## config.mk

```make
export PLATFORM = sky130hd
export DESIGN_NAME = tw_reg_slave
export DESIGN_NICKNAME = d
export VERILOG_FILES = /design/src/rtl/tws_pkg.sv /design/src/rtl/tws_rstsync.sv /design/src/rtl/tws_insync.sv /design/src/rtl/tws_frame.sv /design/src/rtl/tws_snap.sv /design/src/rtl/tws_iodrv.sv /design/src/rtl/tw_reg_slave.sv
export SDC_FILE = /design/constraint.sdc
export NUM_CORES = 1
export LEC_CHECK = 0
export ABC_CLOCK_PERIOD_IN_PS = 3400
export BUFFER_PORTS_ARGS = -buffer_cell sky130_fd_sc_hd__buf_2
export CAP_MARGIN = 25
export CORE_ASPECT_RATIO = 1.75
export CORE_UTILIZATION = 45
export CTS_BUF_LIST = sky130_fd_sc_hd__clkbuf_8
export CTS_CLUSTER_SIZE = 16
export DETAILED_ROUTE_END_ITERATION = 10
export GPL_TIMING_DRIVEN = 0
export PLACE_DENSITY = 0.78
export SETUP_SLACK_MARGIN = 0.02
export SLEW_MARGIN = 40
export SYNTH_ARGS = -nofsm -noshare
export SYNTH_HDL_FRONTEND = slang
export SYNTH_HIERARCHICAL = 1
export SYNTH_SLANG_ARGS = --single-unit
```

## constraint.sdc

```tcl
create_clock -name clk -period 3.4 [get_ports clk]
set_input_delay 0.17 -clock clk [delete_from_list [all_inputs] [get_ports clk]]
set_output_delay 0.17 -clock clk [all_outputs]
set_load 0.01 [all_outputs]
```

## src/rtl/tws_pkg.sv

```systemverilog
package tws_pkg;
  typedef enum logic [1:0] {
    PH_IDLE  = 2'd0,
    PH_CMD   = 2'd1,
    PH_WRITE = 2'd2,
    PH_READ  = 2'd3
  } phase_t;

  localparam int BYTE_W = 8;
  localparam int CNT_W  = 3;
  localparam int DIR_BIT = 7;
endpackage

```

## src/rtl/tws_rstsync.sv

```systemverilog
module tws_rstsync (
  input  logic clk,
  input  logic rst_n,
  output logic rst_n_o
);
  logic [1:0] stg_q;

  always_ff @(posedge clk or negedge rst_n) begin
    if (!rst_n) stg_q <= 2'b00;
    else        stg_q <= {stg_q[0], 1'b1};
  end

  assign rst_n_o = stg_q[1];
endmodule

```

## src/rtl/tws_insync.sv

```systemverilog
module tws_insync #(
  parameter int W = 3
) (
  input  logic         clk,
  input  logic         rst_n,
  input  logic [W-1:0] raw_i,
  output logic [W-1:0] lvl_o,
  output logic [W-1:0] rise_o,
  output logic [W-1:0] fall_o
);
  logic [W-1:0] s1_q, s2_q, s3_q;

  always_ff @(posedge clk or negedge rst_n) begin
    if (!rst_n) begin
      s1_q <= '0;
      s2_q <= '0;
      s3_q <= '0;
    end else begin
      s1_q <= raw_i;
      s2_q <= s1_q;
      s3_q <= s2_q;
    end
  end

  assign lvl_o  = s2_q;
  assign rise_o = s2_q & ~s3_q;
  assign fall_o = ~s2_q & s3_q;
endmodule

```

## src/rtl/tws_frame.sv

```systemverilog
module tws_frame
  import tws_pkg::*;
#(
  parameter int AW = 4
) (
  input  logic                clk,
  input  logic                rst_n,
  input  logic                ce_lvl,
  input  logic                ce_rise,
  input  logic                sclk_rise,
  input  logic                din,
  output phase_t              phase_o,
  output logic [AW-1:0]       ptr_o,
  output logic [CNT_W-1:0]    bit_cnt_o,
  output logic                we_o,
  output logic [AW-1:0]       waddr_o,
  output logic [BYTE_W-1:0]   wdata_o
);
  localparam logic [CNT_W-1:0] LAST_BIT = CNT_W'(BYTE_W - 1);

  phase_t              phase_q, phase_d;
  logic [AW-1:0]       ptr_q, ptr_d;
  logic [AW-1:0]       waddr_q, waddr_d;
  logic [CNT_W-1:0]    cnt_q, cnt_d;
  logic [BYTE_W-1:0]   rx_q, rx_d;
  logic [BYTE_W-1:0]   wdata_q, wdata_d;
  logic                we_q, we_d;
  logic [BYTE_W-1:0]   byte_w;
  logic                byte_end;

  assign byte_w   = {din, rx_q[BYTE_W-1:1]};
  assign byte_end = sclk_rise && (cnt_q == LAST_BIT);

  always_comb begin
    phase_d = phase_q;
    ptr_d   = ptr_q;
    waddr_d = waddr_q;
    cnt_d   = cnt_q;
    rx_d    = rx_q;
    wdata_d = wdata_q;
    we_d    = 1'b0;
    if (!ce_lvl) begin
      phase_d = PH_IDLE;
      cnt_d   = '0;
    end else if (ce_rise) begin
      phase_d = PH_CMD;
      cnt_d   = '0;
    end else if (sclk_rise && phase_q != PH_IDLE) begin
      rx_d  = byte_w;
      cnt_d = cnt_q + 1'b1;
      if (cnt_q == LAST_BIT) begin
        unique case (phase_q)
          PH_CMD: begin
            ptr_d   = byte_w[AW-1:0];
            phase_d = byte_w[DIR_BIT] ? PH_WRITE : PH_READ;
          end
          PH_WRITE: begin
            we_d    = 1'b1;
            wdata_d = byte_w;
            waddr_d = ptr_q;
            ptr_d   = ptr_q + 1'b1;
          end
          PH_READ: begin
            ptr_d = ptr_q + 1'b1;
          end
          default: ;
        endcase
      end
    end
  end

  always_ff @(posedge clk or negedge rst_n) begin
    if (!rst_n) begin
      phase_q <= PH_IDLE;
      ptr_q   <= '0;
      waddr_q <= '0;
      cnt_q   <= '0;
      rx_q    <= '0;
      wdata_q <= '0;
      we_q    <= 1'b0;
    end else begin
      phase_q <= phase_d;
      ptr_q   <= ptr_d;
      waddr_q <= waddr_d;
      cnt_q   <= cnt_d;
      rx_q    <= rx_d;
      wdata_q <= wdata_d;
      we_q    <= we_d;
    end
  end

  assign phase_o   = phase_q;
  assign ptr_o     = ptr_q;
  assign bit_cnt_o = cnt_q;
  assign we_o      = we_q;
  assign waddr_o   = waddr_q;
  assign wdata_o   = wdata_q;

  assert_we_in_write_R3: assert property (@(posedge clk) disable iff (!rst_n)
    we_q |-> (phase_q == PH_WRITE));
  assert_we_single_R3: assert property (@(posedge clk) disable iff (!rst_n)
    we_q |=> !we_q);
  assert_ptr_hold_R4: assert property (@(posedge clk) disable iff (!rst_n)
    ((phase_q == PH_WRITE || phase_q == PH_READ) && ce_lvl && !byte_end)
      |=> $stable(ptr_q));
endmodule

```

## src/rtl/tws_snap.sv

```systemverilog
module tws_snap #(
  parameter int AW    = 4,
  parameter int NTIME = 7
) (
  input  logic               clk,
  input  logic               rst_n,
  input  logic               cap_i,
  input  logic [NTIME*8-1:0] live_i,
  input  logic [AW-1:0]      idx_i,
  input  logic [7:0]         ext_i,
  output logic [7:0]         byte_o
);
  logic [NTIME*8-1:0] snap_q, snap_d;

  always_comb begin
    snap_d = snap_q;
    if (cap_i) snap_d = live_i;
  end

  always_ff @(posedge clk or negedge rst_n) begin
    if (!rst_n) snap_q <= '0;
    else        snap_q <= snap_d;
  end

  always_comb begin
    byte_o = ext_i;
    for (int i = 0; i < NTIME; i++) begin
      if (idx_i == AW'(i)) byte_o = snap_q[i*8 +: 8];
    end
  end

  assert_snap_hold_R8: assert property (@(posedge clk) disable iff (!rst_n)
    !cap_i |=> $stable(snap_q));
endmodule

```

## src/rtl/tws_iodrv.sv

```systemverilog
module tws_iodrv
  import tws_pkg::*;
(
  input  logic              clk,
  input  logic              rst_n,
  input  logic              ce_lvl,
  input  logic              sclk_fall,
  input  logic              rd_phase,
  input  logic [CNT_W-1:0]  bit_cnt,
  input  logic [BYTE_W-1:0] byte_i,
  output logic              io_o,
  output logic              oe_o
);
  logic              oe_q, oe_d;
  logic              out_q, out_d;
  logic [BYTE_W-1:0] sh_q, sh_d;

  always_comb begin
    oe_d  = oe_q;
    out_d = out_q;
    sh_d  = sh_q;
    if (!ce_lvl || !rd_phase) begin
      oe_d = 1'b0;
    end else if (sclk_fall) begin
      oe_d = 1'b1;
      if (bit_cnt == '0) begin
        out_d = byte_i[0];
        sh_d  = {1'b0, byte_i[BYTE_W-1:1]};
      end else begin
        out_d = sh_q[0];
        sh_d  = {1'b0, sh_q[BYTE_W-1:1]};
      end
    end
  end

  always_ff @(posedge clk or negedge rst_n) begin
    if (!rst_n) begin
      oe_q  <= 1'b0;
      out_q <= 1'b0;
      sh_q  <= '0;
    end else begin
      oe_q  <= oe_d;
      out_q <= out_d;
      sh_q  <= sh_d;
    end
  end

  assign io_o = out_q;
  assign oe_o = oe_q;

  assert_oe_only_read_R6: assert property (@(posedge clk) disable iff (!rst_n)
    oe_q |-> rd_phase);
  assert_oe_release_R7: assert property (@(posedge clk) disable iff (!rst_n)
    !ce_lvl |=> !oe_q);
endmodule

```

## src/rtl/tw_reg_slave.sv

```systemverilog
module tw_reg_slave
  import tws_pkg::*;
#(
  parameter int AW    = 4,
  parameter int NTIME = 7
) (
  input  logic               clk,
  input  logic               rst_n,
  input  logic               ce_i,
  input  logic               sclk_i,
  input  logic               io_i,
  output logic               io_o,
  output logic               io_oe_o,
  input  logic [NTIME*8-1:0] live_time_i,
  output logic [AW-1:0]      reg_addr_o,
  input  logic [7:0]         reg_rdata_i,
  output logic               reg_we_o,
  output logic [7:0]         reg_wdata_o
);
  localparam int SIG_CE = 0;
  localparam int SIG_SCLK = 1;
  localparam int SIG_IO = 2;
  localparam int NSIG = 3;

  logic              rst_n_s;
  logic [NSIG-1:0]   lvl, rise, fall;
  phase_t            phase;
  logic [AW-1:0]     ptr, waddr;
  logic [CNT_W-1:0]  bit_cnt;
  logic              we;
  logic [7:0]        wdata, rd_byte;

  tws_rstsync u_rst (
    .clk(clk), .rst_n(rst_n), .rst_n_o(rst_n_s)
  );

  tws_insync #(.W(NSIG)) u_sync (
    .clk(clk), .rst_n(rst_n_s),
    .raw_i({io_i, sclk_i, ce_i}),
    .lvl_o(lvl), .rise_o(rise), .fall_o(fall)
  );

  tws_frame #(.AW(AW)) u_frame (
    .clk(clk), .rst_n(rst_n_s),
    .ce_lvl(lvl[SIG_CE]), .ce_rise(rise[SIG_CE]),
    .sclk_rise(rise[SIG_SCLK]), .din(lvl[SIG_IO]),
    .phase_o(phase), .ptr_o(ptr), .bit_cnt_o(bit_cnt),
    .we_o(we), .waddr_o(waddr), .wdata_o(wdata)
  );

  tws_snap #(.AW(AW), .NTIME(NTIME)) u_snap (
    .clk(clk), .rst_n(rst_n_s),
    .cap_i(rise[SIG_CE]), .live_i(live_time_i),
    .idx_i(ptr), .ext_i(reg_rdata_i), .byte_o(rd_byte)
  );

  tws_iodrv u_io (
    .clk(clk), .rst_n(rst_n_s),
    .ce_lvl(lvl[SIG_CE]), .sclk_fall(fall[SIG_SCLK]),
    .rd_phase(phase == PH_READ), .bit_cnt(bit_cnt),
    .byte_i(rd_byte), .io_o(io_o), .oe_o(io_oe_o)
  );

  assign reg_addr_o  = we ? waddr : ptr;
  assign reg_we_o    = we;
  assign reg_wdata_o = wdata;

  assert_no_oe_in_write_R6: assert property (@(posedge clk) disable iff (!rst_n_s)
    (phase == PH_WRITE || phase == PH_CMD) |-> !io_oe_o);
endmodule

```

* After elaboration in Yosys (flattened, before gate mapping)
Index checks and enable logic that the tools add are counted.
** Operators by class
- Add/sub/neg operators :: 2
- Equal/unequal tests :: 13
- Multiplexer cells :: 27
- Bitwise operators :: 6
- Reduce and logical (&&, ||, !) cells :: 15
** Operators by type and width (number)
- 8-bit 2-to-1 mux :: 7
- 4-bit by 3-bit equality test with 1-bit output (second input constant) :: 3
- 2-bit 2-to-1 mux :: 5
- 5-bit AND reduction :: 2
- 1-bit 2-to-1 mux :: 9
- 3-bit 2-to-1 mux :: 3
- 3-bit by 2-bit != test with 1-bit output (second input constant) :: 3
- 4-bit by 2-bit equality test with 1-bit output (second input constant) :: 2
- 4-bit case mux with 2 select lines :: 1
- 7-bit 2-to-1 mux :: 1
- 3-bit AND reduction :: 2
- 2-bit nonzero test :: 3
- 4-bit by 1-bit adder with 4-bit output (second input constant) :: 1
- 2-bit bitwise AND :: 2
- 2-bit equality test (second input constant) :: 2
- 4-bit by 1-bit equality test with 1-bit output (second input constant) :: 1
- 4-bit zero test :: 1
- 4-bit 2-to-1 mux :: 1
- 2-bit NOT :: 2
- 3-bit by 1-bit adder with 3-bit output (second input constant) :: 1
- 3-bit equality test (second input constant) :: 1
- 3-bit zero test :: 1
- 2-bit by 1-bit equality test with 1-bit output (second input constant) :: 1
- 1-bit zero test :: 2
- 5 further kinds :: 6
** Word-level totals
- Flip-flop bits (word level) :: 106
- Bits of input ports :: 69
- Output and inout port bits :: 15

* Longest topological paths before layout
Gate-level depths: netlist of the first run.
- Depth after elaboration :: 9
- Gate-level depth with buffers :: 8
- Gate-level depth less buffers :: 6

* Modules after synthesis
The synthesis of the first run kept the hierarchy.
** By module, submodules not included
- tws_snap :: times used 1, cells each 219, area an instance 2757.6 um^2, sequential area each 1401.3 um^2
- tws_frame :: times used 1, cells each 93, area an instance 1297.5 um^2, sequential area each 725.7 um^2
- tws_iodrv :: times used 1, cells each 48, area an instance 519.2 um^2, sequential area each 225.2 um^2
- tws_insync :: times used 1, cells each 15, area an instance 277.8 um^2, sequential area each 225.2 um^2
- tws_rstsync :: times used 1, cells each 3, area an instance 53.8 um^2, sequential area each 50.0 um^2
- tw_reg_slave :: times used 1, cells each 5, area an instance 51.3 um^2, sequential area each 0.0 um^2

* Worst setup path before layout of the first run
No wires, ideal clock.
- Path kind :: flip-flop to flip-flop
- Start point :: reg u_frame.ptr_q[3], in the netlist u_frame/ptr_o[3]
- End point :: reg u_io.out_q, in the netlist u_io/io_o
- Setup time :: 0.082 ns
- Arrival :: 1.869 ns
- Required time :: 3.318 ns
- Setup slack :: 1.449 ns
- Cell stages (with the launch flop) :: 9
- Clock period less this slack :: 1.951 ns
- Cells stage by stage :: dfrtp_1 buf_6 nor2_4 and2_1 buf_2 a221o_1 a22oi_1 or4b_1 a31oi_1
** On the way
- Longest elaborated chain between the ends :: 9
- Elaborated cells on any way between the ends :: 15
- Those cells by class :: eq/ne: 6; mux: 8; reduce/logical: 1
** Ends and longest elaborated chain
- start, declared :: line tws_frame.sv:22 : logic [AW-1:0] ptr_q, ptr_d;
- start signal, assigned :: line tws_frame.sv:83 : ptr_q <= ptr_d;
- 4-bit zero test :: line tws_snap.sv:28 : if (idx_i == AW'(i)) byte_o = snap_q[i*8 +: 8];
- 8-bit 2-to-1 mux (6 in series) :: line tws_snap.sv:28
- 8-bit 2-to-1 mux * :: line tws_snap.sv:28
- named net rd_byte[0] :: line tw_reg_slave.sv:31 : logic [7:0] wdata, rd_byte;
- 1-bit 2-to-1 mux * :: line tws_iodrv.sv:26 : if (bit_cnt == '0) begin
- end signal, assigned :: line tws_iodrv.sv:43 : out_q <= out_d;
- end, declared :: line tws_iodrv.sv:15 : logic out_q, out_d;
Mark *: on every way through the listed nets, which the timed path passes. The rest lies on a longest branch.
A chain may end at the register's enable or synchronous reset.

* Worst setup path after layout of the first run
- Start point :: reg u_frame.ptr_q[2], in the netlist u_frame/ptr_o[2]
- End point :: reg u_io.out_q, in the netlist u_io/io_o
The elaborated chain is that of the path after synthesis.

==> impl_metrics.toml, run 1 <==
[outcome]
status = "complete, no violations"

[drt]
wl_per_cell_um = 17.6
firstDrtPassIters = 4
vias_per_cell = 5.64
met2_length_mm = 5.54
met1_length_mm = 4.37
wirelength_mm = 10.8
drc = 0
final_antenna_net_count = 0
initialDrtViolationCount = 208
route.met3.wl_um = 422
via_count = 3461
top_layer = "met4"

[cts]
htree_levels = 3
insertion_delay_ns = 0.36
ctsResizeCount = 0
cts_setup_buffers = 0
cts_tree = "built"
clock_sinks = 104
path_clk_slew_ns = 0.10
cts-root-buf = "clkbuf_8"
clk_path_buf_depth = 2
cts_buffers = 9

[global_routing]
gr-total-overflow = 0
grt_max_degree = 46
track_usage = 0.207
grt_pass1_vias = 3624
grt_pass1_wl_mm = 17.8
antenna_found_initial = 0

[logic_synthesis]
yosys_warnings = 6
syn_inst = 379
avgSynthCellArea_um2 = 12.9
syn_area_um2 = 4910
synth_nets = 451

[sta]
setup_viol = 0
period_share = 0.712
grt_setup_unrepaired = "no"
clock.fmax_mhz = 413
tns_ns = 0
min_period_ns = 2.42
holdWs_ns = 0.0313
clock_skew_ns = 0.0100
finalHoldViolCount = 0
final_max_slew_viol_count = 0

[floorplan]
core_area_um2 = 10600
die_x_um = 80.9
initial_core_util = 0.461
die_area_um2 = 11300
die_h_um = 140
fp-row-count = 50
io_pins = 84

[critical_path]
cp-end-kind = "flip-flop"
critPathKind = "reg2reg"
worstPathRequired_ns = 3.68
cp_max_fo = 10
worstPathArrival_ns = 2.70
critPathLaunchType = "flip-flop"

[flow_run]
drv_cap = 0

[layout]
area_delta_synth_final_pct = 17.3
stdcell_count = 614
final_area_um2 = 5760
nets = 551
diodes = 0
fill_cells = 974
drive_gt1_frac = 0.450

[min_path]
min_path_type = "in2reg"

[pwr]
p_clk_frac = 0.298
p_per_area_nw_per_um2 = 423
fin_total_pwr_w = 0.00243
p_leak_nw = 2.69
seqPwrFrac = 0.583
p_switching_w = 0.000634
p_sw_frac = 0.261
peakVddDrop_mv = 0.255
p_comb_frac = 0.120
p_int_w = 0.00180

[place]
dpl_cell_area_um2 = 5530
portBuffers = 83
place_congestion = 0.860
hpwl_mm = 8.12
dpl.cell_count = 594
flip-flops by register name (all words and copies together), names as in the netlist:
name / flops
u_frame/we_o: 1
u_sync/s1_q: 3
u_frame/rx_q: 7
u_frame/wdata_o: 8
u_frame/bit_cnt_o: 3
u_frame/phase_o: 2
u_io/oe_o: 1
u_sync/s3_q: 2
u_snap/snap_q: 56
u_rst/stg_q: 2
u_sync/lvl_o: 3
u_io/io_o: 1
u_frame/ptr_o: 4
u_frame/waddr_o: 4
u_io/sh_q: 7
path summary, 6_finish.rpt:
| path | cells after the start | endpoint | slack, ns | from |
|---|---|---|---|---|
| setup / recovery | 7 | u_io/io_o | 0.98 | u_frame/ptr_o[2] |
| hold / removal | 2 | u_snap/snap_q[16] | 0.03 | live_time_i[16] |
| setup reg to reg | 7 | u_io/io_o | 0.98 | u_frame/ptr_o[2] |
| hold reg to reg | 0 | u_snap/snap_q[7] | 0.28 | u_rst/stg_q[1] |
| max in group asynchronous | 1 | u_sync/s3_q[1] | 2.55 | u_rst/stg_q[1] |
| min in group asynchronous | 2 | u_rst/stg_q[0] | 0.11 | rst_n |
through the flow:
stage          utilization  setup slack, ns
2_1_floorplan            -            0.288
3_3_place_gp         0.516           -0.683
3_5_place_dp         0.520             1.02
4_1_cts              0.541            0.997
5_1_grt              0.541            0.851
6_report             0.541            0.978
power groups by stage:
stage	sequential, W	clock (W)	combinational, W
detailed placement	0.00144	0	0.000289
floorplan	0.00143	0	0.000183
global placement	0.00145	0	0.000259
finish	0.00142	0.000724	0.000292
global route	0.00143	0.000792	0.000317
CTS	0.00142	0.000746	0.000294
placed cells by master, fill, tap and decap left out, types with 2 or more instances in the layout:
cell type,count
a21oi_1,10
a221o_1,4
a22oi_1,8
a31oi_1,16
and2_1,2
and2b_2,3
buf_12,2
buf_2,98
buf_4,3
buf_6,6
clkbuf_8,9
clkinv_4,4
dfrtp_1,103
dlygate4sd3_1,4
ha_1,3
inv_1,4
inv_6,2
mux2_1,3
mux2_2,70
mux2_4,9
mux2i_1,12
nand2_1,10
nand2b_1,7
nand3b_1,2
nand4_1,3
nor2_1,9
nor2b_1,8
o21ai_0,10
o221ai_1,2
o22ai_1,9
o31ai_1,10
or3_1,2
or4_1,3
or4b_1,7
area by class of cell:
type / count / area, um2 / area share
Sequential cell: 104 / 2610 / 0.453
Inverter: 4 / 15.0 / 0.00261
Tap cell: 130 / 163 / 0.0283
Timing Repair Buffer: 89 / 495 / 0.0861
Clock buffer: 9 / 124 / 0.0215
Multi-Input combinational cell: 246 / 2120 / 0.368
Clock inverter: 7 / 63.8 / 0.0111
Buffer: 25 / 169 / 0.0293
critical path, stage by stage, from the launching register on:
cell and delay, ns:
dfrtp_1 0.56, buf_4 0.24, nand2b_1 0.10, a21oi_1 0.28, o21ai_0 0.15, a22oi_1 0.33
or4b_1 0.48, a31oi_1 0.20
layer usage:
layer  global-route usage  vias to the layer above
met5                    0                        -
met4                0.110                        0
met3               0.0358                       28
met2                0.336                       99
met1                0.258                     1718
li1                     -                     1616
repair_timing:
action	in CTS	in global routing
hold buffers	4	0
setup endpoints to repair	0	0
hold endpoints to repair	5	0
Note: power is estimated with default switching activity, not from simulation.
==> run 2: changes to the inputs <==
--- a/config.mk
+++ b/config.mk
@@ -5,7 +5,7 @@
 export SDC_FILE = /design/constraint.sdc
 export NUM_CORES = 1
 export LEC_CHECK = 0
-export ABC_CLOCK_PERIOD_IN_PS = 3400
+export ABC_CLOCK_PERIOD_IN_PS = 2200
 export BUFFER_PORTS_ARGS = -buffer_cell sky130_fd_sc_hd__buf_2
 export CAP_MARGIN = 25
 export CORE_ASPECT_RATIO = 1.75
==> constraint.sdc (replaced) <==
create_clock -name clk -period 2.2 [get_ports clk]
set_input_delay 0.11 -clock clk [delete_from_list [all_inputs] [get_ports clk]]
set_output_delay 0.11 -clock clk [all_outputs]
set_load 0.01 [all_outputs]
==> run 2 against run 1 <==
Against the previous run:
- critical path depth fell by 1
- fmax increased by 13%
- worst setup slack lost 0.91 ns
- sequential power is 54% higher
- global-route usage up 1.6 points
- via count rose by 8.4%
- sequential share of layout area decreased by 5.1 points
- wire length up 11%
- power is 59% higher
- non-clock buffer count up 69
- design area up 13%
- count of clock-buffer cells in the layout unchanged
- largest power group unchanged
- highest routed layer unchanged
==> impl_metrics.toml, run 2 (synthesis gave the netlist of run 1 again) <==
[outcome]
status = "complete, no violations"

[floorplan]
die_x_um = 80.9
core_area_um2 = 10600
io_pins = 84
initial_core_util = 0.461
die_h_um = 140
fp-row-count = 50
die_area_um2 = 11300

[drt]
via_count = 3751
met2_length_mm = 6.29
wl_per_cell_um = 17.4
firstDrtPassIters = 5
top_layer = "met4"
final_antenna_net_count = 0
wirelength_mm = 11.9
vias_per_cell = 5.48
route.met3.wl_um = 417
initialDrtViolationCount = 321
drc = 0
met1_length_mm = 4.64

[place]
portBuffers = 83
dpl_cell_area_um2 = 5550
dpl.cell_count = 595
hpwl_mm = 8.14
place_congestion = 0.864
dp_slack_ns = -0.173

[layout]
area_delta_synth_final_pct = 32.6
top_register = "u_snap/snap_q"
final_area_um2 = 6500
largest_reg_flops = 56
layout_commonest_cell = "dfrtp_1"
drive_gt1_frac = 0.445
utilization = 0.612
nets = 620
layout_common_cells = "dfrtp_1 (99), buf_2 (96), mux2_2 (70)"
stdcell_count = 684

[global_routing]
grt_max_degree = 31
grt_pass1_wl_mm = 18.9
gr-total-overflow = 0
track_usage = 0.223
grt_pass1_vias = 3831
antenna_found_initial = 1

[pwr]
p_per_area_nw_per_um2 = 594
p_leak_nw = 3.00
peakVddDrop_mv = 0.481

[flow_run]
drv_cap = 0

[sta]
period_share = 0.971
clock.fmax_mhz = 468
clock_skew_ns = 0.00988
min_period_ns = 2.14
final_max_slew_viol_count = 0
finalHoldViolCount = 0
finalWorstSetupSlack_ns = 0.0646
setup_viol = 0
grt_setup_unrepaired = "yes"

[critical_path]
path_cells = "buf_6, mux2i_1, a221o_1, a22oi_2, or4b_1, a31oi_1"
cp_max_fo = 10
r2r_setup_slack_ns = 0.06
worstReg2RegEnd = "u_io/io_o"
crit_end = "u_io/io_o"
worstRegToRegCells = 6
r2r_start = "u_frame/ptr_o[0]"
cp-end-kind = "flip-flop"
worstPathRequired_ns = 2.50
worstSetupStartpoint = "u_frame/ptr_o[0]"
critPathKind = "reg2reg"
worstPathArrival_ns = 2.43
critPathSlowestCell = "dfrtp_2"
max_stage_delay_ns = 0.49
critPathLaunchType = "flip-flop"

[cts]
cts_buffers = 9
insertion_delay_ns = 0.38
clock_sinks = 104
cts-root-buf = "clkbuf_8"
cts_tree = "built"
clk_path_buf_depth = 2
htree_levels = 3
path_clk_slew_ns = 0.10

[min_path]
min_path_type = "in2async"
==> run 2: report_power, final <==
| part | leakage, nW | internal [W] | total [W] | switching, W |
|---|---|---|---|---|
| combinational | 1.65 | 0.000340 | 0.000555 | 0.000214 |
| clock | 0.0912 | 0.000431 | 0.00112 | 0.000690 |
| sequential | 1.26 | 0.00208 | 0.00219 | 0.000108 |
| total | 3.00 | 0.00285 | 0.00386 | 0.00101 |
==> run 2: metrics by stage <==
stage          setup TNS, ns  hold slack (ns)  power (W)
6_report                   0           0.0443    0.00386
5_1_grt                    0           0.0483    0.00404
2_1_floorplan              0           -0.186    0.00249
4_1_cts                    0           0.0159    0.00388
3_3_place_gp           -7.54           -0.105    0.00264
3_5_place_dp          -0.665          -0.0996    0.00268
==> run 2: worst min-delay path by stage <==
stage	cells after the start	endpoint	start
after global routing	2	u_rst/stg_q[0]	rst_n
after detailed placement	1	u_rst/stg_q[0]	rst_n
after floorplan	0	u_rst/stg_q[0]	rst_n
after global placement	1	u_rst/stg_q[0]	rst_n
after CTS	2	u_rst/stg_q[0]	rst_n
final	2	u_rst/stg_q[1]	rst_n
==> run 2: cell type report <==
| class | count | area, um2 |
|---|---|---|
| clock inverter | 7 | 60.1 |
| sequential | 104 | 2610 |
| tap | 130 | 163 |
| inverter | 4 | 15.0 |
| timing repair buffer | 159 | 1180 |
| clock buffer | 9 | 124 |
| antenna | 1 | 2.50 |
| fill | 853 | 4130 |
| buffer | 24 | 170 |
| multi-input combinational | 246 | 2180 |
==> run 2: what timing repair did <==
action | 4_1_cts | 5_1_grt
hold buffers | 60 | 0
endpoints found under the hold margin | 61 | 0
setup buffers | 2 | 11
gates resized for setup | 8 | 16
pin swaps | 1 | 5
endpoints found under the setup margin | 8 | 8
==> run 2: critical path, delay by kind of cell, from the launching register on <==
kind                   cells  cell delay [ns]
buffers and inverters      1             0.19
AOI/OAI and AO/OA          3             0.74
DFF                        1             0.49
muxes                      1             0.17
and+or+nand+nor            1             0.46
==> run 2: per-layer routing <==
layer  global-route usage  vias to the layer above
li1                     -                     1760
met1                0.260                     1835
met2                0.377                      119
met3               0.0365                       37
met4                0.132                        0
met5                    0                        -
==> run 3: changes to the inputs <==
--- a/config.mk
+++ b/config.mk
@@ -9,6 +9,7 @@
 export BUFFER_PORTS_ARGS = -buffer_cell sky130_fd_sc_hd__buf_2
 export CAP_MARGIN = 25
 export CORE_ASPECT_RATIO = 1.75
+export CORE_MARGIN = 3
 export CORE_UTILIZATION = 45
 export CTS_BUF_LIST = sky130_fd_sc_hd__clkbuf_8
 export CTS_CLUSTER_SIZE = 16
==> run 3 against run 2 <==
Against the previous run:
- die area grew 7.9%
- critical path depth rose by 2
- combinational power about the same
- clock power about the same
- non-clock buffer count grew 1
- via count grew 1.6%
- fmax down 2.4%
- highest routed layer unchanged
==> impl_metrics.toml, run 3 (synthesis gave the netlist of run 1 again) <==
[outcome]
status = "complete, no violations"

[layout]
top_register = "u_snap/snap_q"
diodes = 0
area_delta_synth_final_pct = 33.0
layout_commonest_cell = "dfrtp_1"
largest_reg_flops = 56
utilization = 0.622
nets = 621
stdcell_count = 681
fill_cells = 770
layout_common_cells = "dfrtp_1 (99), buf_2 (96), mux2_2 (68)"
drive_gt1_frac = 0.449

[drt]
drc = 0
firstDrtPassIters = 5
initialDrtViolationCount = 232
via_count = 3811
vias_per_cell = 5.60
final_antenna_net_count = 0
wirelength_mm = 12.1
wl_per_cell_um = 17.8

[place]
dpl.cell_count = 591
place_congestion = 0.844
portBuffers = 83
hpwl_mm = 8.26
dp_slack_ns = -0.149

[cts]
clk_path_buf_depth = 2
htree_levels = 3
cts_buffers = 9
insertion_delay_ns = 0.37
path_clk_slew_ns = 0.10
cts_tree = "built"
cts-root-buf = "clkbuf_8"
clock_sinks = 104

[sta]
worstMarginPinSlew_ns = 0.508
grt_setup_unrepaired = "yes"
slew_headroom = 0.661
final_max_slew_viol_count = 0
clock.fmax_mhz = 457
setup_viol = 0
period_share = 0.995
clock_skew_ns = 0.0108
holdWs_ns = 0.0423
min_period_ns = 2.19
finalHoldViolCount = 0
finalWorstSetupSlack_ns = 0.0119

[global_routing]
antenna_found_initial = 0
track_usage = 0.202
grt_pass1_vias = 4026
grt_pass1_wl_mm = 19.3
grt_max_degree = 40
gr-total-overflow = 0

[floorplan]
io_pins = 84
core_area_um2 = 10500
die_x_um = 84.9
die_h_um = 144
initial_core_util = 0.468
fp-row-count = 49
die_area_um2 = 12200

[critical_path]
critPathKind = "reg2reg"
critPathLaunchType = "flip-flop"
path_buf_inv = 2
worstPathRequired_ns = 2.49
cp_max_fo = 6
path_cells = "buf_6, nor2_4, and2_1, buf_2, a221o_1, a22oi_2, or4b_4, a31oi_1"
cp-end-kind = "flip-flop"
max_stage_delay_ns = 0.48
worstPathArrival_ns = 2.48
cpLargestDelayFamily = "compound AO/OA/AOI/OAI gates"
critPathSlowestCell = "or4b_4"

[pwr]
peakVddDrop_mv = 0.545
p_leak_nw = 3.01
fin_total_pwr_w = 0.00385
p_per_area_nw_per_um2 = 591

[flow_run]
drv_cap = 0

[min_path]
min_path_type = "in2async"
-- run 3: cell count changes in the layout (fill, tap and decap cells not counted), sizes merged --
cell	change
buf	-1
clkbuf	+4
clkinvlp	+1
diode	-1
dlymetal6s2s	-1
inv	-2
-- run 3: path summary, 6_finish.rpt --
path | cells past startpoint | from | end | slack [ns]
max reg2reg | 8 | u_frame/ptr_o[3] | u_io/sh_q[5] | 0.01
max in group asynchronous | 1 | u_rst/stg_q[1] | u_snap/snap_q[20] | 1.31
min reg2reg | 0 | u_rst/stg_q[1] | u_frame/wdata_o[2] | 0.31
min in group clk | 0 | u_sync/s1_q[0] | u_sync/lvl_o[0] | 0.36
max | 8 | u_frame/ptr_o[3] | u_io/sh_q[5] | 0.01
min | 2 | rst_n | u_rst/stg_q[1] | 0.04
-- run 3: layout make-up --
class                      count  area (um2)  area share
tap                          127         159      0.0244
clock inverter                 6        45.0     0.00690
sequential                   104        2610       0.400
inverter                       4        15.0     0.00230
clock buffer                  10         138      0.0211
buffer                        25         188      0.0288
multi-input combinational    246        2190       0.336
timing repair buffer         159        1180       0.181
-- run 3: worst reg2reg max path, stage by stage (launching register included) --
cell	delay, ns
dfrtp_2	0.42
buf_6	0.14
nor2_4	0.05
and2_1	0.16
buf_2	0.15
a221o_1	0.35
a22oi_2	0.21
or4b_4	0.48
a31oi_1	0.15
-- run 3: metal layers --
layer | vias to the layer above | GRT usage | share of wire
met1 | 1869 | 0.231 | 0.38
met5 | - | 0 | 0
met4 | 0 | 0.110 | 0.042
met2 | 147 | 0.357 | 0.53
met3 | 40 | 0.0331 | 0.045
li1 | 1755 | - | -
-- run 3: power breakdown --
group          internal, W  total (W)  switching [W]
clock             0.000447    0.00110       0.000656
combinational     0.000345   0.000553       0.000208
sequential         0.00208    0.00220       0.000116
-- run 3: stage by stage --
| step | setup TNS, ns | cell area, um2 |
|---|---|---|
| floorplan | 0 | 4910 |
| global placement | -5.17 | 5480 |
| detailed placement | -0.870 | 5520 |
| CTS | 0 | 6380 |
| global route | -0.0744 | 6530 |
| finish | 0 | 6530 |
-- run 3: timing repair --
action	CTS	global route
setup buffers	8	4
pin swaps	1	12
hold endpoints to repair	61	0
endpoints found under the setup margin	8	8
cloned	0	2
hold buffers	60	0
gates resized for setup	6	22
